File: config.mk
export PLATFORM = sky130hd
export DESIGN_NAME = dpu_top
export DESIGN_NICKNAME = d
export VERILOG_FILES = /design/src/rtl/dpu_pkg.sv /design/src/rtl/dpu_datapath.sv /design/src/rtl/dpu_ctrl.sv /design/src/rtl/dpu_top.sv
export SDC_FILE = /design/constraint.sdc
export NUM_CORES = 1
export LEC_CHECK = 0
export ABC_AREA = 1
export BUFFER_PORTS_ARGS = -buffer_cell sky130_fd_sc_hd__buf_4
export CORE_ASPECT_RATIO = 1.25
export CORE_UTILIZATION = 25
export CTS_CLUSTER_SIZE = 28
export DETAILED_ROUTE_END_ITERATION = 6
export HOLD_SLACK_MARGIN = 0.12
export PLACE_DENSITY = 0.43
export SYNTH_ARGS = -nofsm -noshare
export SYNTH_HDL_FRONTEND = slang
export SYNTH_SLANG_ARGS = --single-unit
export TNS_END_PERCENT = 30
File: constraint.sdc
create_clock -name clk -period 2 [get_ports clk]
set_input_delay 0.1 -clock clk [delete_from_list [all_inputs] [get_ports clk]]
set_output_delay 0.1 -clock clk [all_outputs]
set_load 0.01 [all_outputs]
File: src/rtl/dpu_pkg.sv
package dpu_pkg;

  localparam logic [1:0] PROT_NONE      = 2'b00;
  localparam logic [1:0] PROT_SUPER     = 2'b01;
  localparam logic [1:0] PROT_USER_READ = 2'b10;
  localparam logic [1:0] PROT_FULL      = 2'b11;

  typedef struct packed {
    logic       en;
    logic       guard;
    logic [1:0] prot;
  } regionAttr_t;

  // strobes from control to datapath
  typedef struct packed {
    logic wrBase;
    logic wrMask;
    logic wrAttr;
    logic wrGlobal;
  } cfgStrobe_t;

  // lookup result from datapath to control
  typedef struct packed {
    logic       bypass;
    logic       guard;
    logic [1:0] prot;
  } lookup_t;

  typedef struct packed {
    logic accept;
    logic retry;
    logic except;
    logic guarded;
  } resp_t;

  function automatic logic protGrants(input logic [1:0] prot, input logic isSuper,
                                      input logic isWrite);
    case (prot)
      PROT_NONE:      protGrants = 1'b0;
      PROT_SUPER:     protGrants = isSuper;
      PROT_USER_READ: protGrants = isSuper | ~isWrite;
      default:        protGrants = 1'b1;
    endcase
  endfunction

  function automatic regionAttr_t unpackAttr(input logic [3:0] d);
    regionAttr_t a;
    a.en    = d[0];
    a.prot  = d[2:1];
    a.guard = d[3];
    return a;
  endfunction

  function automatic logic [3:0] packAttr(input regionAttr_t a);
    return {a.guard, a.prot, a.en};
  endfunction

endpackage

File: src/rtl/dpu_datapath.sv
module dpu_datapath
  import dpu_pkg::*;
#(
  parameter int NREG   = 4,
  parameter int ADDR_W = 32,
  parameter int IDX_W  = 2,
  parameter logic [ADDR_W-1:0] CAL_BASE  = 32'h0030_0000,
  parameter logic [ADDR_W-1:0] CAL_MASK  = 32'hFFF0_0000,
  parameter logic [ADDR_W-1:0] LBUS_BASE = 32'h0080_0000,
  parameter logic [ADDR_W-1:0] LBUS_MASK = 32'hFF80_0000
) (
  input  logic              clk,
  input  logic              rst_n,
  input  cfgStrobe_t        strobe,
  input  logic [IDX_W-1:0]  wrIdx,
  input  logic [ADDR_W-1:0] cfgWrData,
  input  logic [IDX_W+1:0]  cfgAddr,
  output logic [ADDR_W-1:0] cfgRdData,
  input  logic [ADDR_W-1:0] reqAddr,
  input  logic              reqCoreReg,
  output lookup_t           lk
);

  logic [ADDR_W-1:0] baseArr [NREG];
  logic [ADDR_W-1:0] maskArr [NREG];
  regionAttr_t       attrArr [NREG];
  logic [NREG-1:0]   matchVec;
  regionAttr_t       globQ;

  for (genvar g = 0; g < NREG; g++) begin : gRegion
    logic [ADDR_W-1:0] baseQ;
    logic [ADDR_W-1:0] maskQ;
    regionAttr_t       attrQ;
    logic              sel;

    assign sel = (wrIdx == IDX_W'(g));

    always_ff @(posedge clk) begin
      if (!rst_n) begin
        baseQ <= '0;
        maskQ <= '0;
        attrQ <= '0;
      end else begin
        if (strobe.wrBase && sel) baseQ <= cfgWrData;
        if (strobe.wrMask && sel) maskQ <= cfgWrData;
        if (strobe.wrAttr && sel) attrQ <= unpackAttr(cfgWrData[3:0]);
      end
    end

    assign baseArr[g]  = baseQ;
    assign maskArr[g]  = maskQ;
    assign attrArr[g]  = attrQ;
    assign matchVec[g] = attrQ.en && (((reqAddr ^ baseQ) & maskQ) == '0);
  end

  always_ff @(posedge clk) begin
    if (!rst_n) begin
      globQ.en    <= 1'b0;
      globQ.guard <= 1'b0;
      globQ.prot  <= PROT_FULL;
    end else if (strobe.wrGlobal) begin
      globQ.en    <= 1'b0;
      globQ.guard <= cfgWrData[3];
      globQ.prot  <= cfgWrData[2:1];
    end
  end

  // effective region: lowest matching index wins, global otherwise
  logic inCal, inLbus;
  assign inCal  = (((reqAddr ^ CAL_BASE) & CAL_MASK) == '0);
  assign inLbus = (((reqAddr ^ LBUS_BASE) & LBUS_MASK) == '0);

  always_comb begin
    lk.bypass = inCal | inLbus | reqCoreReg;
    lk.prot   = globQ.prot;
    lk.guard  = globQ.guard;
    for (int i = NREG - 1; i >= 0; i--) begin
      if (matchVec[i]) begin
        lk.prot  = attrArr[i].prot;
        lk.guard = attrArr[i].guard;
      end
    end
  end

  // configuration read
  logic [1:0]       rdKind;
  logic [IDX_W-1:0] rdIdx;
  assign rdKind = cfgAddr[IDX_W+1:IDX_W];
  assign rdIdx  = cfgAddr[IDX_W-1:0];

  always_comb begin
    cfgRdData = '0;
    if (int'(rdIdx) < NREG) begin
      case (rdKind)
        2'd0:    cfgRdData = baseArr[rdIdx];
        2'd1:    cfgRdData = maskArr[rdIdx];
        2'd2:    cfgRdData = ADDR_W'(packAttr(attrArr[rdIdx]));
        default: cfgRdData = (rdIdx == '0) ? ADDR_W'(packAttr(globQ)) : '0;
      endcase
    end
  end

  // global word changes only on its own strobe
  p_glob_hold_r9: assert property (@(posedge clk) disable iff (!rst_n)
    !strobe.wrGlobal |=> $stable(globQ));

  // global word never carries an enable bit
  p_glob_noen_r9: assert property (@(posedge clk) disable iff (!rst_n)
    !globQ.en);

endmodule

File: src/rtl/dpu_ctrl.sv
module dpu_ctrl
  import dpu_pkg::*;
#(
  parameter int IDX_W = 2
) (
  input  logic             clk,
  input  logic             rst_n,
  input  logic             cfgWrEn,
  input  logic [IDX_W+1:0] cfgAddr,
  output cfgStrobe_t       strobe,
  output logic [IDX_W-1:0] wrIdx,
  input  logic             reqValid,
  input  logic             reqWrite,
  input  logic             reqSuper,
  input  logic             reqSpec,
  input  logic             reqCancel,
  input  logic             relocEn,
  input  lookup_t          lk,
  output logic             rspAccept,
  output logic             rspRetry,
  output logic             rspExcept,
  output logic             rspGuarded
);

  // configuration write decode
  assign wrIdx = cfgAddr[IDX_W-1:0];

  always_comb begin
    strobe = '0;
    if (cfgWrEn) begin
      case (cfgAddr[IDX_W+1:IDX_W])
        2'd0:    strobe.wrBase   = 1'b1;
        2'd1:    strobe.wrMask   = 1'b1;
        2'd2:    strobe.wrAttr   = 1'b1;
        default: strobe.wrGlobal = (wrIdx == '0);
      endcase
    end
  end

  // access decision
  resp_t nxt, rspQ;

  always_comb begin
    nxt = '0;
    if (reqValid && !reqCancel) begin
      if (lk.bypass) begin
        nxt.accept = 1'b1;
      end else if (!relocEn) begin
        if (reqSpec) begin
          nxt.retry = 1'b1;
        end else begin
          nxt.accept  = 1'b1;
          nxt.guarded = 1'b1;
        end
      end else if (lk.guard && reqSpec) begin
        nxt.retry = 1'b1;
      end else if (protGrants(lk.prot, reqSuper, reqWrite)) begin
        nxt.accept  = 1'b1;
        nxt.guarded = lk.guard;
      end else begin
        nxt.except = 1'b1;
      end
    end
  end

  always_ff @(posedge clk) begin
    if (!rst_n) rspQ <= '0;
    else        rspQ <= nxt;
  end

  assign rspAccept  = rspQ.accept;
  assign rspRetry   = rspQ.retry;
  assign rspExcept  = rspQ.except;
  assign rspGuarded = rspQ.guarded;

  p_onehot_r1: assert property (@(posedge clk) disable iff (!rst_n)
    $onehot0({rspAccept, rspRetry, rspExcept}));

  p_idle_r1: assert property (@(posedge clk) disable iff (!rst_n)
    !reqValid |=> !(rspAccept || rspRetry || rspExcept));

  p_cancel_r10: assert property (@(posedge clk) disable iff (!rst_n)
    (reqValid && reqCancel) |=> !(rspAccept || rspRetry || rspExcept));

  p_spec_guard_r6: assert property (@(posedge clk) disable iff (!rst_n)
    (reqValid && !reqCancel && !lk.bypass && relocEn && lk.guard && reqSpec) |=> rspRetry);

  p_no_fault_r7: assert property (@(posedge clk) disable iff (!rst_n)
    (reqValid && !relocEn) |=> !rspExcept);

  p_bypass_r8: assert property (@(posedge clk) disable iff (!rst_n)
    (reqValid && !reqCancel && lk.bypass) |=> (rspAccept && !rspGuarded));

  p_guard_only_accept_r6: assert property (@(posedge clk) disable iff (!rst_n)
    rspGuarded |-> rspAccept);

endmodule

File: src/rtl/dpu_top.sv
module dpu_top
  import dpu_pkg::*;
#(
  parameter int NREG   = 4,
  parameter int ADDR_W = 32,
  parameter logic [ADDR_W-1:0] CAL_BASE  = 32'h0030_0000,
  parameter logic [ADDR_W-1:0] CAL_MASK  = 32'hFFF0_0000,
  parameter logic [ADDR_W-1:0] LBUS_BASE = 32'h0080_0000,
  parameter logic [ADDR_W-1:0] LBUS_MASK = 32'hFF80_0000,
  localparam int IDX_W = $clog2(NREG),
  localparam int CFG_AW = IDX_W + 2
) (
  input  logic              clk,
  input  logic              rst_n,
  input  logic              cfgWrEn,
  input  logic [CFG_AW-1:0] cfgAddr,
  input  logic [ADDR_W-1:0] cfgWrData,
  output logic [ADDR_W-1:0] cfgRdData,
  input  logic              reqValid,
  input  logic [ADDR_W-1:0] reqAddr,
  input  logic              reqWrite,
  input  logic              reqSuper,
  input  logic              reqSpec,
  input  logic              reqCoreReg,
  input  logic              reqCancel,
  input  logic              relocEn,
  output logic              rspAccept,
  output logic              rspRetry,
  output logic              rspExcept,
  output logic              rspGuarded
);

  cfgStrobe_t       strobe;
  logic [IDX_W-1:0] wrIdx;
  lookup_t          lk;

  dpu_ctrl #(.IDX_W(IDX_W)) uCtrl (
    .clk        (clk),
    .rst_n      (rst_n),
    .cfgWrEn    (cfgWrEn),
    .cfgAddr    (cfgAddr),
    .strobe     (strobe),
    .wrIdx      (wrIdx),
    .reqValid   (reqValid),
    .reqWrite   (reqWrite),
    .reqSuper   (reqSuper),
    .reqSpec    (reqSpec),
    .reqCancel  (reqCancel),
    .relocEn    (relocEn),
    .lk         (lk),
    .rspAccept  (rspAccept),
    .rspRetry   (rspRetry),
    .rspExcept  (rspExcept),
    .rspGuarded (rspGuarded)
  );

  dpu_datapath #(
    .NREG      (NREG),
    .ADDR_W    (ADDR_W),
    .IDX_W     (IDX_W),
    .CAL_BASE  (CAL_BASE),
    .CAL_MASK  (CAL_MASK),
    .LBUS_BASE (LBUS_BASE),
    .LBUS_MASK (LBUS_MASK)
  ) uData (
    .clk        (clk),
    .rst_n      (rst_n),
    .strobe     (strobe),
    .wrIdx      (wrIdx),
    .cfgWrData  (cfgWrData),
    .cfgAddr    (cfgAddr),
    .cfgRdData  (cfgRdData),
    .reqAddr    (reqAddr),
    .reqCoreReg (reqCoreReg),
    .lk         (lk)
  );

endmodule

# After elaboration in Yosys (flattened, before gate mapping)
# Cells that the tools add are included.
totals:
  register_bits: 279
  in_bits: 78
  output_inout_bits: 36
  elab_cells: 120
op_classes:
  n_lt_le_gt_ge: 1
  eq_ne: 7
  muxes: 36
  n_bitwise: 18
  reduce_logical: 32
ops:
  columns: ["cell", "count"]
  rows:
  - ["$logic_not 32->1", 6]
  - ["$and 32x32->32", 4]
  - ["$bmux 32 s2", 2]
  - ["$mux 32", 4]
  - ["$xor 32x32->32", 4]
  - ["$pmux 32 s3", 1]
  - ["$logic_and 1x1->1", 18]
  - ["$mux 1", 18]
  - ["$mux 4", 4]
  - ["$mux 3", 4]
  - ["$bmux 4 s2", 1]
  - ["$eq 2x2->1 const B", 4]
  - ["$eq 2x1->1 const B", 3]
  - ["$logic_not 2->1", 3]
  - ["$reduce_or 3->1", 2]
  - ["$not 1->1", 5]
  - ["$reduce_or 5->1", 1]
  - ["$ge 3x3->1 const B", 1]
  - ["$not 2->3", 1]
  - ["$or 1x1->1", 3]
  - ["$pmux 1 s3", 1]
  - ["$mux 2", 1]
  - ["$not 2->2", 1]
  - ["$reduce_and 2->1", 1]
  - ["$logic_not 1->1", 1]

# Depth between registers and ports, before layout
logic_depth:
  depth_word: 18
  mapped_depth: 18

# Modules after synthesis
# Synthesis repeated with hierarchy kept, for this count alone.
unflattened:
  cells_unflattened: 2250
  area_unflattened_um2: 14520.2
modules_own_cells:
  columns: ["module", "instances", "cells_per_inst", "area_per_inst_um2", "seq_area_each_um2"]
  rows:
  - ["dpu_datapath", 1, 2214, 14288.7, 5505.3]
  - ["dpu_ctrl", 1, 36, 231.5, 80.1]

# Least setup slack after synthesis
# Ideal clock, no wire load.
synth_timing:
  kind: "register -> register"
  startpoint: "register uData.gRegion[1].baseQ[31]"
  endpoint: "register uCtrl.rspQ, in the netlist uCtrl.rspAccept"
  setup_ps: 115
  t_arrival_ps: 1495
  path_slack_ps: 391
  path_stages_with_launch: 15
  path_buffers: 0
  cell_sequence: "dfxtp_1 or2_0 nand3_2 nand4_2 nor2_2 nand3_2 nor2_4 nor2_1 nand2_1 nand2_1 nand3_1 nand2_1 nand2_1 nor2_1 o21a_1"
synth_between:
  elab_chain_len: 16
  elab_cells_between_ends: 19
synth_lines:
  columns: ["item", "line_no", "text"]
  rows:
  - ["start, declared", "dpu_datapath.sv:31", "logic [ADDR_W-1:0] baseQ;"]
  - ["start signal, assigned", "dpu_datapath.sv:44", "if (strobe.wrBase && sel) baseQ <= cfgWrData;"]
  - ["$xor 32x32->32 (*)", "dpu_datapath.sv:53", "assign matchVec[g] = attrQ.en && (((reqAddr ^ baseQ) & maskQ) == '0);"]
  - ["$and 32x32->32 (*)", "dpu_datapath.sv:53", null]
  - ["$logic_not 32->1 (*)", "dpu_datapath.sv:53", null]
  - ["$logic_and 1x1->1 (*)", "dpu_datapath.sv:53", null]
  - ["$mux 3 (*) (2 in series)", "dpu_datapath.sv:78", "if (matchVec[i]) begin"]
  - ["$eq 2x2->1, or another cell as far along", "dpu_pkg.sv:38", "case (prot)"]
  - ["$pmux 1 s3", "dpu_pkg.sv:38", null]
  - ["$mux 1", "dpu_ctrl.sv:55", "end else if (lk.guard && reqSpec) begin"]
  - ["$mux 1", "dpu_ctrl.sv:48", "end else if (!relocEn) begin"]
  - ["$mux 1", "dpu_ctrl.sv:46", "if (lk.bypass) begin"]
  - ["$mux 1", "dpu_ctrl.sv:45", "if (reqValid && !reqCancel) begin"]
  - ["$mux 1", "dpu_ctrl.sv:57", "end else if (protGrants(lk.prot, reqSuper, reqWrite)) begin"]
  - ["$mux 1 (*)", "dpu_ctrl.sv:55", null]
  - ["$mux 2 (*)", "dpu_ctrl.sv:48", null]
  - ["$mux 1 (*)", "dpu_ctrl.sv:46", null]
  - ["end signal, assigned", "dpu_ctrl.sv:68", "else rspQ <= nxt;"]
  - ["end, declared", "dpu_ctrl.sv:41", "resp_t nxt, rspQ;"]
# Mark *: on every way between the ends. The rest lies on a longest branch, timed or not. The select of a mux whose other input is x is not followed.
# A chain may end at the register's enable or synchronous reset.

# Final worst setup path
layout_timing:
  startpoint: "register uData.gRegion[1].baseQ[11]"
  endpoint: "register uCtrl.rspQ, in the netlist uCtrl.rspAccept"
# The elaborated chain is that of the path after synthesis.

==> out/qor.txt <==
Drt pass-1 iters - 6
R2R Setup Slk - -0.06 ns
Global Route Usage Sum - 22.9%
Area grow syn2layout - 29.8%
CP required - 2.44 ns
Gate power share - 11.2%
Synth area leader - dfxtp_1
Fin cells - 3033
Mapped Area - 0.0139 mm²
Setup CP Type - reg2reg
DRT met1 WL - 27700 µm
Placement Rows - 96
Final setup margin - -0.0568 ns
P_int - 9.75 mW
PD cells - 744 mW/mm²
Synth top area share - 40.1%
R2R Path End - uCtrl.rspAccept$_SDFF_PN0_
Setup TNS - -0.129 ns
I/O Buffers - 113
Peak supply drop - 0.000427 V
Final setup viols - 3
Hold_sp - cfgAddr[3]
Synth Instances - 2077
Sw frac - 27.5%
Net Sw Power - 3.70 mW
Die Wd - 213 µm
Worst min path class - in2reg
Status - complete, but fails checks
MaxCap Viol Count - 0
Worst Hold End - uData.gRegion[0].baseQ[9]$_SDFFE_PN0P_
Detailed-route wire length per cell - 21.4 µm
Crit path from - uData.gRegion[1].baseQ[11]$_SDFFE_PN0P_
Initial Util - 25.3%
Routed Antenna Nets - 0
CTS tree - yes
Core Area - 0.0550 mm²
CTS buffer count - 35
Critical path endpoint category - flop
Final hold viol count - 0
Synth top cells by count - nor2_1 (349), nand2_1 (345), dfxtp_1 (279)
Most used cell, CP - nand2_2
DRC errors left - 0
Distinct cells, synth - 37
Tmin final - 2.06 ns
Crit path DAT - 2.49 ns
Total number of yosys warnings - 0
Final core utilization - 32.9%
Starting DRT DRC Count - 1184
RR Startpoint - uData.gRegion[1].baseQ[11]$_SDFFE_PN0P_
Max incr delay on CP - 0.33 ns
Slowest library cell on the worst path - dfxtp_2
Unrepaired setup endpoints after global routing - yes
Largest net degree at the start of global routing - 88
Post-DP HPWL - 44200 µm
Vias in the first global route - 14.6k
Clk slew on worst S/H paths - 0.06 ns
Via density - 5.00
Placer Congestion - 0.857
Die Ht - 266 µm
Ant diodes - 0
Synth Area per Inst - 6.71 µm²
Family with the most delay on the worst path - simple AND/OR/NAND/NOR gates
Post-layout net count - 2351
Clock root cell - clkbuf_16
Die ar. - 0.0567 mm²
Worst Skew - 0.00749 ns
Clk sinks - 279
Most numerous cell in the Yosys netlist - nor2_1
Met3 routed WL - 3350 µm
Met2 wire len - 31900 µm
Gr ovfl total - 0
# H-tree levels - 2
WP buf/inv - 1
Cells after DPL - 2920
Finished Cell Area - 0.0181 mm²
Global-route wire length before repair - 95800 µm
Via count - 15.2k
Synthesized net count - 2155
Length in cells of the worst reg-to-reg path - 15
Synth async-reset ratio - 0%
Layout cells sized above 1 - 17.2%
Dpl cell area - 0.0163 mm²
Top layer in use - met5
Tcrit/Tclk final - 103%
Tightest Pin Transition - 0.558 ns
Max Root-Sink Buffers - 3
Maximum fanout along the worst path - 4
Lkg Pwr - 7.58 nW
Initial antenna violation count - 1
Relative slew slack - 62.8%
Violated checks - negative setup slack
EDFF count, synth - 0
Final wirelength - 65000 µm
Clk pwr share - 45.8%
Worst path cell trace - inv_2 > nand2_2 > nand3_4 > nand4_1 > nor2_2 > nand3_2 > nor2_4 > nor2_1 > nand2_1 > nand2_2 > nand2_2 > nand2_2 > nand2_2 > nor2_1 > o21a_1
Synth area leaders - dfxtp_1 (40%), nor2_1 (9.4%), o21ai_0 (9.3%)
Synth Flop Type - dfxtp_1
Worst hold stages - 6
Post-synthesis sequential area ratio - 40.1%
Seq cells post-synth - 279
Final Slew Violations - 0
Sequential power share - 42.9%
Startpoint Class - flop
Upper clock frequency limit - 0.486 GHz
Clk_lat worst skew - 0.55 ns
Ports - 114
-- timing repair --
| item | 4_1_cts | 5_1_grt |
|---|---|---|
| resized for setup | 11 | 50 |
| hold endpoints to repair | 279 | 3 |
| pin swaps | 10 | 25 |
| hold buffers | 45 | 3 |
| endpoints found under the setup margin | 5 | 8 |
| buffers inserted | 2 | 1 |
-- state kept, by name, summed over array words and instances, names as in the netlist --
register / cells
uCtrl.rspExcept: 1
uCtrl.rspGuarded: 1
uCtrl.rspRetry: 1
uData.gRegion.maskQ: 128
uCtrl.rspAccept: 1
uData.globQ: 3
uData.gRegion.baseQ: 128
uData.attrArr: 16
-- power groups by stage --
stage / registers, mW / clock network, mW / logic, mW
after floorplan: 5.86 / 0 / 0.658
after global placement: 5.89 / 0 / 1.40
after detailed placement: 5.89 / 0 / 1.40
after CTS: 5.77 / 6.32 / 1.48
after global routing: 5.78 / 6.50 / 1.63
final: 5.77 / 6.17 / 1.51
-- how the worst max path moves through the flow --
| stage | endpoint | slack [ns] | cells after the start |
|---|---|---|---|
| 4_1_cts | uCtrl.rspAccept$_SDFF_PN0_ | -0.17 | 15 |
| 2_1_floorplan | uCtrl.rspAccept$_SDFF_PN0_ | 0.39 | 14 |
| 3_5_place_dp | uCtrl.rspAccept$_SDFF_PN0_ | -0.31 | 15 |
| 5_1_grt | uCtrl.rspAccept$_SDFF_PN0_ | -0.17 | 13 |
| 6_report | uCtrl.rspAccept$_SDFF_PN0_ | -0.06 | 15 |
| 3_3_place_gp | uCtrl.rspAccept$_SDFF_PN0_ | -0.25 | 15 |
-- tightest hold or removal path, cell delays in order --
cell	delay (ns)
buf_4	0.12
nor2_4	0.05
nand2_1	0.14
inv_1	0.13
nand3_1	0.09
a21oi_1	0.06
-- area by class of cell --
| class | instances | area [µm²] |
|---|---|---|
| fill | 5998 | 36900 |
| multi-input combinational | 1491 | 7410 |
| sequential | 279 | 5590 |
| timing repair buffer | 273 | 2360 |
| clock buffer | 54 | 1030 |
| tap | 735 | 920 |
| inverter | 193 | 728 |
| clock inverter | 8 | 47.5 |
-- layout by cell type, fill, tap and decap left out, types with 17 or more instances in the layout --
| cell | count |
|---|---|
| nand2_2 | 17 |
| nand4_1 | 17 |
| nand2_1 | 330 |
| inv_2 | 40 |
| o21ai_0 | 258 |
| o21ai_1 | 17 |
| a22oi_1 | 97 |
| clkbuf_16 | 35 |
| o221ai_1 | 30 |
| nand3_2 | 26 |
| nor2_1 | 333 |
| nand3_1 | 114 |
| buf_4 | 209 |
| dlygate4sd3_1 | 48 |
| dfxtp_1 | 276 |
| a21o_1 | 28 |
| a21oi_1 | 167 |
| inv_1 | 152 |
-- metrics by stage --
stage | power, mW | hold slack (ns) | worst slack [ns]
6_report | 13.4 | 0.197 | -0.0568
4_1_cts | 13.6 | -0.152 | -0.166
5_1_grt | 13.9 | 0.231 | -0.165
3_3_place_gp | 7.29 | 0.376 | -0.246
3_5_place_dp | 7.29 | 0.375 | -0.307
2_1_floorplan | 6.52 | 0.235 | 0.391
-- kinds of logic after synthesis --
group | Yosys count | synth area share, %
and+or+nand+nor | 874 | 26.0
AOI/OAI and AO/OA | 617 | 25.6
buffers and inverters | 307 | 8.32
DFF | 279 | 40.1
-- per-layer routing --
metal | vias up | global-route usage (%)
li1 | 7381 | -
met4 | 2 | 8.01
met3 | 98 | 2.82
met5 | - | 0
met2 | 478 | 39.9
met1 | 7218 | 28.6
(Power assumes the default switching activity.)
